[config.mk]
export PLATFORM = sky130hd
export DESIGN_NAME = bursty_rx
export DESIGN_NICKNAME = d
export VERILOG_FILES = /design/src/rtl/bursty_rx_pkg.sv /design/src/rtl/bursty_rx_sampler.sv /design/src/rtl/bursty_rx_packer.sv /design/src/rtl/bursty_rx_fifo.sv /design/src/rtl/bursty_rx_throttle.sv /design/src/rtl/bursty_rx.sv
export SDC_FILE = /design/constraint.sdc
export NUM_CORES = 1
export LEC_CHECK = 0
export ABC_AREA = 1
export BUFFER_PORTS_ARGS = -buffer_cell sky130_fd_sc_hd__buf_2
export CAP_MARGIN = 10
export CELL_PAD_IN_SITES_DETAIL_PLACEMENT = 0
export CELL_PAD_IN_SITES_GLOBAL_PLACEMENT = 1
export CORE_ASPECT_RATIO = 0.5
export CORE_UTILIZATION = 49
export CTS_CLUSTER_DIAMETER = 60
export DETAILED_ROUTE_END_ITERATION = 12
export PLACE_DENSITY_LB_ADDON = 0.1
export SYNTH_ARGS = -nofsm -noshare
export SYNTH_HDL_FRONTEND = slang
export SYNTH_SLANG_ARGS = --single-unit
[constraint.sdc]
create_clock -name clk -period 3.3 [get_ports clk]
set_clock_uncertainty 0.2 [all_clocks]
set_input_delay 0.33 -clock clk [delete_from_list [all_inputs] [get_ports clk]]
set_output_delay 0.33 -clock clk [all_outputs]
set_load 0.02 [all_outputs]
[src/rtl/bursty_rx_pkg.sv]
package bursty_rx_pkg;
  // Throttle state; the encoding is the value driven on req_n.
  typedef enum logic {
    THR_OPEN = 1'b0,
    THR_HELD = 1'b1
  } thr_e;
endpackage

[src/rtl/bursty_rx_sampler.sv]
module bursty_rx_sampler #(
  parameter int SYNC_N = 2
) (
  input  logic clk,
  input  logic rst_n,
  input  logic bit_clk,
  input  logic bit_dat,
  output logic bit_stb,
  output logic bit_val
);
  logic [SYNC_N-1:0] clk_sy;
  logic [SYNC_N-1:0] dat_sy;
  logic              clk_prev;

  always_ff @(posedge clk or negedge rst_n) begin
    if (!rst_n) begin
      clk_sy   <= '0;
      dat_sy   <= '0;
      clk_prev <= 1'b0;
    end else begin
      clk_sy   <= {clk_sy[SYNC_N-2:0], bit_clk};
      dat_sy   <= {dat_sy[SYNC_N-2:0], bit_dat};
      clk_prev <= clk_sy[SYNC_N-1];
    end
  end

  assign bit_stb = clk_sy[SYNC_N-1] & ~clk_prev;
  assign bit_val = dat_sy[SYNC_N-1];
endmodule

[src/rtl/bursty_rx_packer.sv]
module bursty_rx_packer #(
  parameter int WORD_W = 16
) (
  input  logic              clk,
  input  logic              rst_n,
  input  logic              bit_stb,
  input  logic              bit_val,
  output logic              wr_en,
  output logic [WORD_W-1:0] wr_data
);
  localparam int CW = $clog2(WORD_W);
  localparam logic [CW-1:0] LAST = CW'(WORD_W - 1);

  logic [WORD_W-1:0] shreg;
  logic [CW-1:0]     cnt;
  logic [WORD_W-1:0] nxt;

  assign nxt = {shreg[WORD_W-2:0], bit_val};

  always_ff @(posedge clk or negedge rst_n) begin
    if (!rst_n) begin
      shreg   <= '0;
      cnt     <= '0;
      wr_en   <= 1'b0;
      wr_data <= '0;
    end else begin
      wr_en <= 1'b0;
      if (bit_stb) begin
        shreg <= nxt;
        if (cnt == LAST) begin
          cnt     <= '0;
          wr_en   <= 1'b1;
          wr_data <= nxt;
        end else begin
          cnt <= cnt + 1'b1;
        end
      end
    end
  end
endmodule

[src/rtl/bursty_rx_fifo.sv]
module bursty_rx_fifo #(
  parameter int WORD_W = 16,
  parameter int DEPTH  = 8,
  parameter int CNT_W  = $clog2(DEPTH + 1)
) (
  input  logic              clk,
  input  logic              rst_n,
  input  logic              wr_en,
  input  logic [WORD_W-1:0] wr_data,
  input  logic              rd_en,
  output logic [WORD_W-1:0] rd_data,
  output logic              empty,
  output logic [CNT_W-1:0]  count,
  output logic              drop
);
  localparam int AW = (DEPTH > 1) ? $clog2(DEPTH) : 1;
  localparam logic [AW-1:0]    LAST_A = AW'(DEPTH - 1);
  localparam logic [CNT_W-1:0] FULL_C = CNT_W'(DEPTH);

  logic [WORD_W-1:0] mem [DEPTH];
  logic [AW-1:0]     wp, rp;
  logic              full, do_wr, do_rd;

  assign full  = (count == FULL_C);
  assign empty = (count == '0);
  assign do_wr = wr_en & ~full;
  assign do_rd = rd_en & ~empty;
  assign drop  = wr_en & full;
  assign rd_data = mem[rp];

  always_ff @(posedge clk) begin
    if (do_wr) mem[wp] <= wr_data;
  end

  always_ff @(posedge clk or negedge rst_n) begin
    if (!rst_n) begin
      wp    <= '0;
      rp    <= '0;
      count <= '0;
    end else begin
      if (do_wr) wp <= (wp == LAST_A) ? '0 : wp + 1'b1;
      if (do_rd) rp <= (rp == LAST_A) ? '0 : rp + 1'b1;
      case ({do_wr, do_rd})
        2'b10:   count <= count + 1'b1;
        2'b01:   count <= count - 1'b1;
        default: count <= count;
      endcase
    end
  end
endmodule

[src/rtl/bursty_rx_throttle.sv]
module bursty_rx_throttle
  import bursty_rx_pkg::*;
#(
  parameter int DEPTH = 8,
  parameter int CNT_W = $clog2(DEPTH + 1)
) (
  input  logic             clk,
  input  logic             rst_n,
  input  logic [CNT_W-1:0] count,
  input  logic [CNT_W-1:0] stop_free,
  input  logic [CNT_W-1:0] go_free,
  output logic             req_n
);
  localparam logic [CNT_W-1:0] DEPTH_C = CNT_W'(DEPTH);

  thr_e             st;
  logic [CNT_W-1:0] free;

  assign free  = DEPTH_C - count;
  assign req_n = st;

  always_ff @(posedge clk or negedge rst_n) begin
    if (!rst_n) begin
      st <= THR_OPEN;
    end else begin
      unique case (st)
        THR_OPEN: if (free < stop_free) st <= THR_HELD;
        THR_HELD: if (free > go_free)   st <= THR_OPEN;
        default:  st <= THR_OPEN;
      endcase
    end
  end
endmodule

[src/rtl/bursty_rx.sv]
module bursty_rx #(
  parameter int WORD_W = 16,
  parameter int DEPTH  = 8,
  parameter int SYNC_N = 2,
  localparam int CNT_W = $clog2(DEPTH + 1)
) (
  input  logic              clk,
  input  logic              rst_n,
  input  logic              bit_clk,
  input  logic              bit_dat,
  output logic              req_n,
  input  logic [CNT_W-1:0]  stop_free,
  input  logic [CNT_W-1:0]  go_free,
  output logic              out_valid,
  input  logic              out_ready,
  output logic [WORD_W-1:0] out_data,
  output logic [CNT_W-1:0]  fill,
  output logic              ovf,
  input  logic              ovf_clr
);
  logic              bit_stb, bit_val;
  logic              wr_en, drop, empty;
  logic [WORD_W-1:0] wr_data;

  bursty_rx_sampler #(.SYNC_N(SYNC_N)) u_smp (
    .clk(clk), .rst_n(rst_n), .bit_clk(bit_clk), .bit_dat(bit_dat),
    .bit_stb(bit_stb), .bit_val(bit_val)
  );

  bursty_rx_packer #(.WORD_W(WORD_W)) u_pack (
    .clk(clk), .rst_n(rst_n), .bit_stb(bit_stb), .bit_val(bit_val),
    .wr_en(wr_en), .wr_data(wr_data)
  );

  bursty_rx_fifo #(.WORD_W(WORD_W), .DEPTH(DEPTH), .CNT_W(CNT_W)) u_fifo (
    .clk(clk), .rst_n(rst_n), .wr_en(wr_en), .wr_data(wr_data),
    .rd_en(out_ready), .rd_data(out_data), .empty(empty),
    .count(fill), .drop(drop)
  );

  bursty_rx_throttle #(.DEPTH(DEPTH), .CNT_W(CNT_W)) u_thr (
    .clk(clk), .rst_n(rst_n), .count(fill), .stop_free(stop_free),
    .go_free(go_free), .req_n(req_n)
  );

  assign out_valid = ~empty;

  always_ff @(posedge clk or negedge rst_n) begin
    if (!rst_n)       ovf <= 1'b0;
    else if (drop)    ovf <= 1'b1;
    else if (ovf_clr) ovf <= 1'b0;
  end
endmodule

==> out/metrics.cfg <==
[logic_synthesis]
syn_inst = 674
synth_cell_types = 36
syn-cell-area_um2 = 7531
synth_ff_type = edfxtp_1
synth-seq-cells = 181
synth_top_area_share_pct = 51.04
yosysTopAreaCell = edfxtp_1
synth_area_leaders = edfxtp_1 51%, dfrtp_1 18%, nand2_1 8.5%, nor2_1 5.6%, o21ai_0 3.5%
synth.avg_cell_area_um2 = 11.17
synthArstFlopShare_pct = 29.28
yosys_warnings = 0
ys_seq_area_share_pct = 68.65
synth_nets = 704
synth_edf_count = 128

[floorplanning]
start_util_pct = 51.10
die-area_um2 = 15900
rows = 31
ios = 37
coreArea_um2 = 14740
die_y_um = 89.66
die_w_um = 177.3

[detailed_routing]
vias = 4685
ant_nets = 0
drc_errors = 0
drt-initial-drc-count = 319
via_per_inst = 5.038
drt_wl_total_mm = 14.34
wl_per_cell_um = 15.41
dr.pass1.iters = 5

[setup_path]
path_max_fanout = 7
reg2reg_depth = 14
criticalPathCategory = flip-flop to flip-flop
crit_end = u_fifo.count[2]
worstPathRequired_ns = 3.40
r2r_slack_ns = 0.63
crit_path_end_kind = flip-flop
worst_r2r_endpoint = u_fifo.count[2]
r2r-start = u_fifo.count[0]
path_cells = inv_1, ha_1, nand2_1, nand2_1, inv_1, ha_1, inv_1, nand2_1, nand2_1, ha_1, a21o_1, or2_2, nand3_1, o21ai_0
max_stage_delay_ns = 0.46
startpoint = u_fifo.count[0]
crit_arrival_ns = 2.77
worst_setup_path_start_kind = flip-flop
critPathSlowestCell = dfrtp_1
crit_top_cell = nand2_1

[timing]
rsz0062_at_grt = no
min_period_ns = 2.668
worst_pin_slew_ns = 0.7400
finalHoldViolCount = 0
slew_violations = 0
max_slew_margin_pct = 50.67
report.final.setup_viol = 0
max_freq_mhz = 374.9
setup_tns_ns = 0
fin_crit_sh_pct = 80.84

[grt]
grt_pass1_vias = 4366
grt_max_degree = 67
antenna_found_initial = 0
grt_overflow = 0
grt_util_all_layers_pct = 19.44
grt_pass1_wl_mm = 22.68

[layout]
area_growth_pct = 13.01
final_cell_mix = 171 x nand2_1, 128 x edfxtp_1, 113 x nor2_1
final_common_cell = nand2_1
layout-drive-gt1-share_pct = 12.70
fin_util_pct = 57.74
postLayoutCellArea_um2 = 8511
final_nets = 749
n_fill_cell = 1291
diodes = 0

[clocking]
clock_tree.root_cell = clkbuf_16
path_clk_slew_ns = 0.07
clock_path_buffers = 2
numCtsBuffers = 17
cts_hold_buf = 5
clk_latency_ns = 0.42
htree_levels = 4
cts_sinks = 181
cts_tree = built
post_cts_buffers = 0
cts_resized = 0

[pwr]
max-vdd-ir-drop_mv = 0.4254
powerDensity_nw_per_um2 = 842.9
p_leak_nw = 3.522

[min_path]
min_path_cells = 0
hp-class = flip-flop to flip-flop
min_from = u_smp.dat_sy[0]

[run_status]
outcome = completed

[placement]
dpl-instance-area_um2 = 7845
gp_congestion = 0.7311
io_buffers = 36
place_hpwl_mm = 8.386

[flow_run]
drv_cap = 0

cell usage after synthesis (all sizes together), types with 2 or more instances:
cell type	instances
clkbuf	4
ha	16
or2	2
inv	27
nand3	6
buf	25
nand2	173
xnor2	4
edfxtp	128
a21oi	5
o21ai	106
dfrtp	53
nor2	115
report_power, final:
group,switching [W],internal (W)
registers,0.000220,0.00266
clock network,0.000909,0.00115
logic,0.00147,0.000759
total,0.00260,0.00457
worst max-delay path: cells and delay by family, from the launching register on:
| kind | cells | cell delay, ns |
|---|---|---|
| AOI/OAI and AO/OA | 2 | 0.23 |
| adders and majority gates | 3 | 0.70 |
| buffers and inverters | 3 | 0.34 |
| and+or+nand+nor | 6 | 0.60 |
| DFF | 1 | 0.46 |
routing by layer:
layer | global-route usage [%] | vias to the layer above | part of all wire [%]
li1 | - | 2359 | -
met1 | 27.83 | 2224 | 50
met2 | 30.15 | 90 | 44
met3 | 4.167 | 12 | 4.8
met4 | 6.061 | 0 | 0.93
met5 | 0 | - | 0
state kept, by name, indices dropped and copies added (netlist names), 3 cells and up:
signal	count
u_fifo.count	4
u_fifo.mem	128
u_fifo.rp	3
u_fifo.wp	3
u_pack.cnt	4
u_pack.shreg	15
u_pack.wr_data	16
worst min path at each step:
stage,slack (ns),endpoint
floorplan,-0.17,ovf
global placement,0.13,u_smp.dat_sy[1]
detailed placement,0.14,u_smp.dat_sy[1]
CTS,0.15,u_smp.dat_sy[1]
global route,0.16,u_smp.clk_sy[1]
finish,0.15,u_smp.dat_sy[1]
logic make-up after synthesis:
| group | share of synthesized area [%] |
|---|---|
| AND/OR/NAND/NOR | 15.63 |
| flip-flops | 68.65 |
| AO/OA/AOI/OAI | 7.958 |
| buffers and inverters | 4.519 |
| adder cells (fa/ha/maj) | 2.658 |
| XOR/XNOR | 0.5815 |
stage by stage:
step / power [W] / setup slack [ns] / std cells / hold slack, ns
after floorplan: 0.004646 / 0.5756 / 674 / -0.1656
after global placement: 0.005153 / 0.7114 / 893 / 0.1322
after detailed placement: 0.005179 / 0.6479 / 893 / 0.1364
after CTS: 0.007241 / 0.6171 / 930 / 0.1522
after global routing: 0.007660 / 0.3507 / 930 / 0.1574
final: 0.007173 / 0.6324 / 930 / 0.1498
final cells by class:
cell class,instances,area [um2],share of cell area (%)
Clock buffer,17,425.4,4.999
Clock inverter,15,190.2,2.235
Inverter,28,107.6,1.264
Multi-Input combinational cell,436,2021,23.74
Sequential cell,181,5171,60.76
Tap cell,198,247.7,2.911
Timing Repair Buffer,55,347.8,4.087
(Power assumes the default switching activity.)
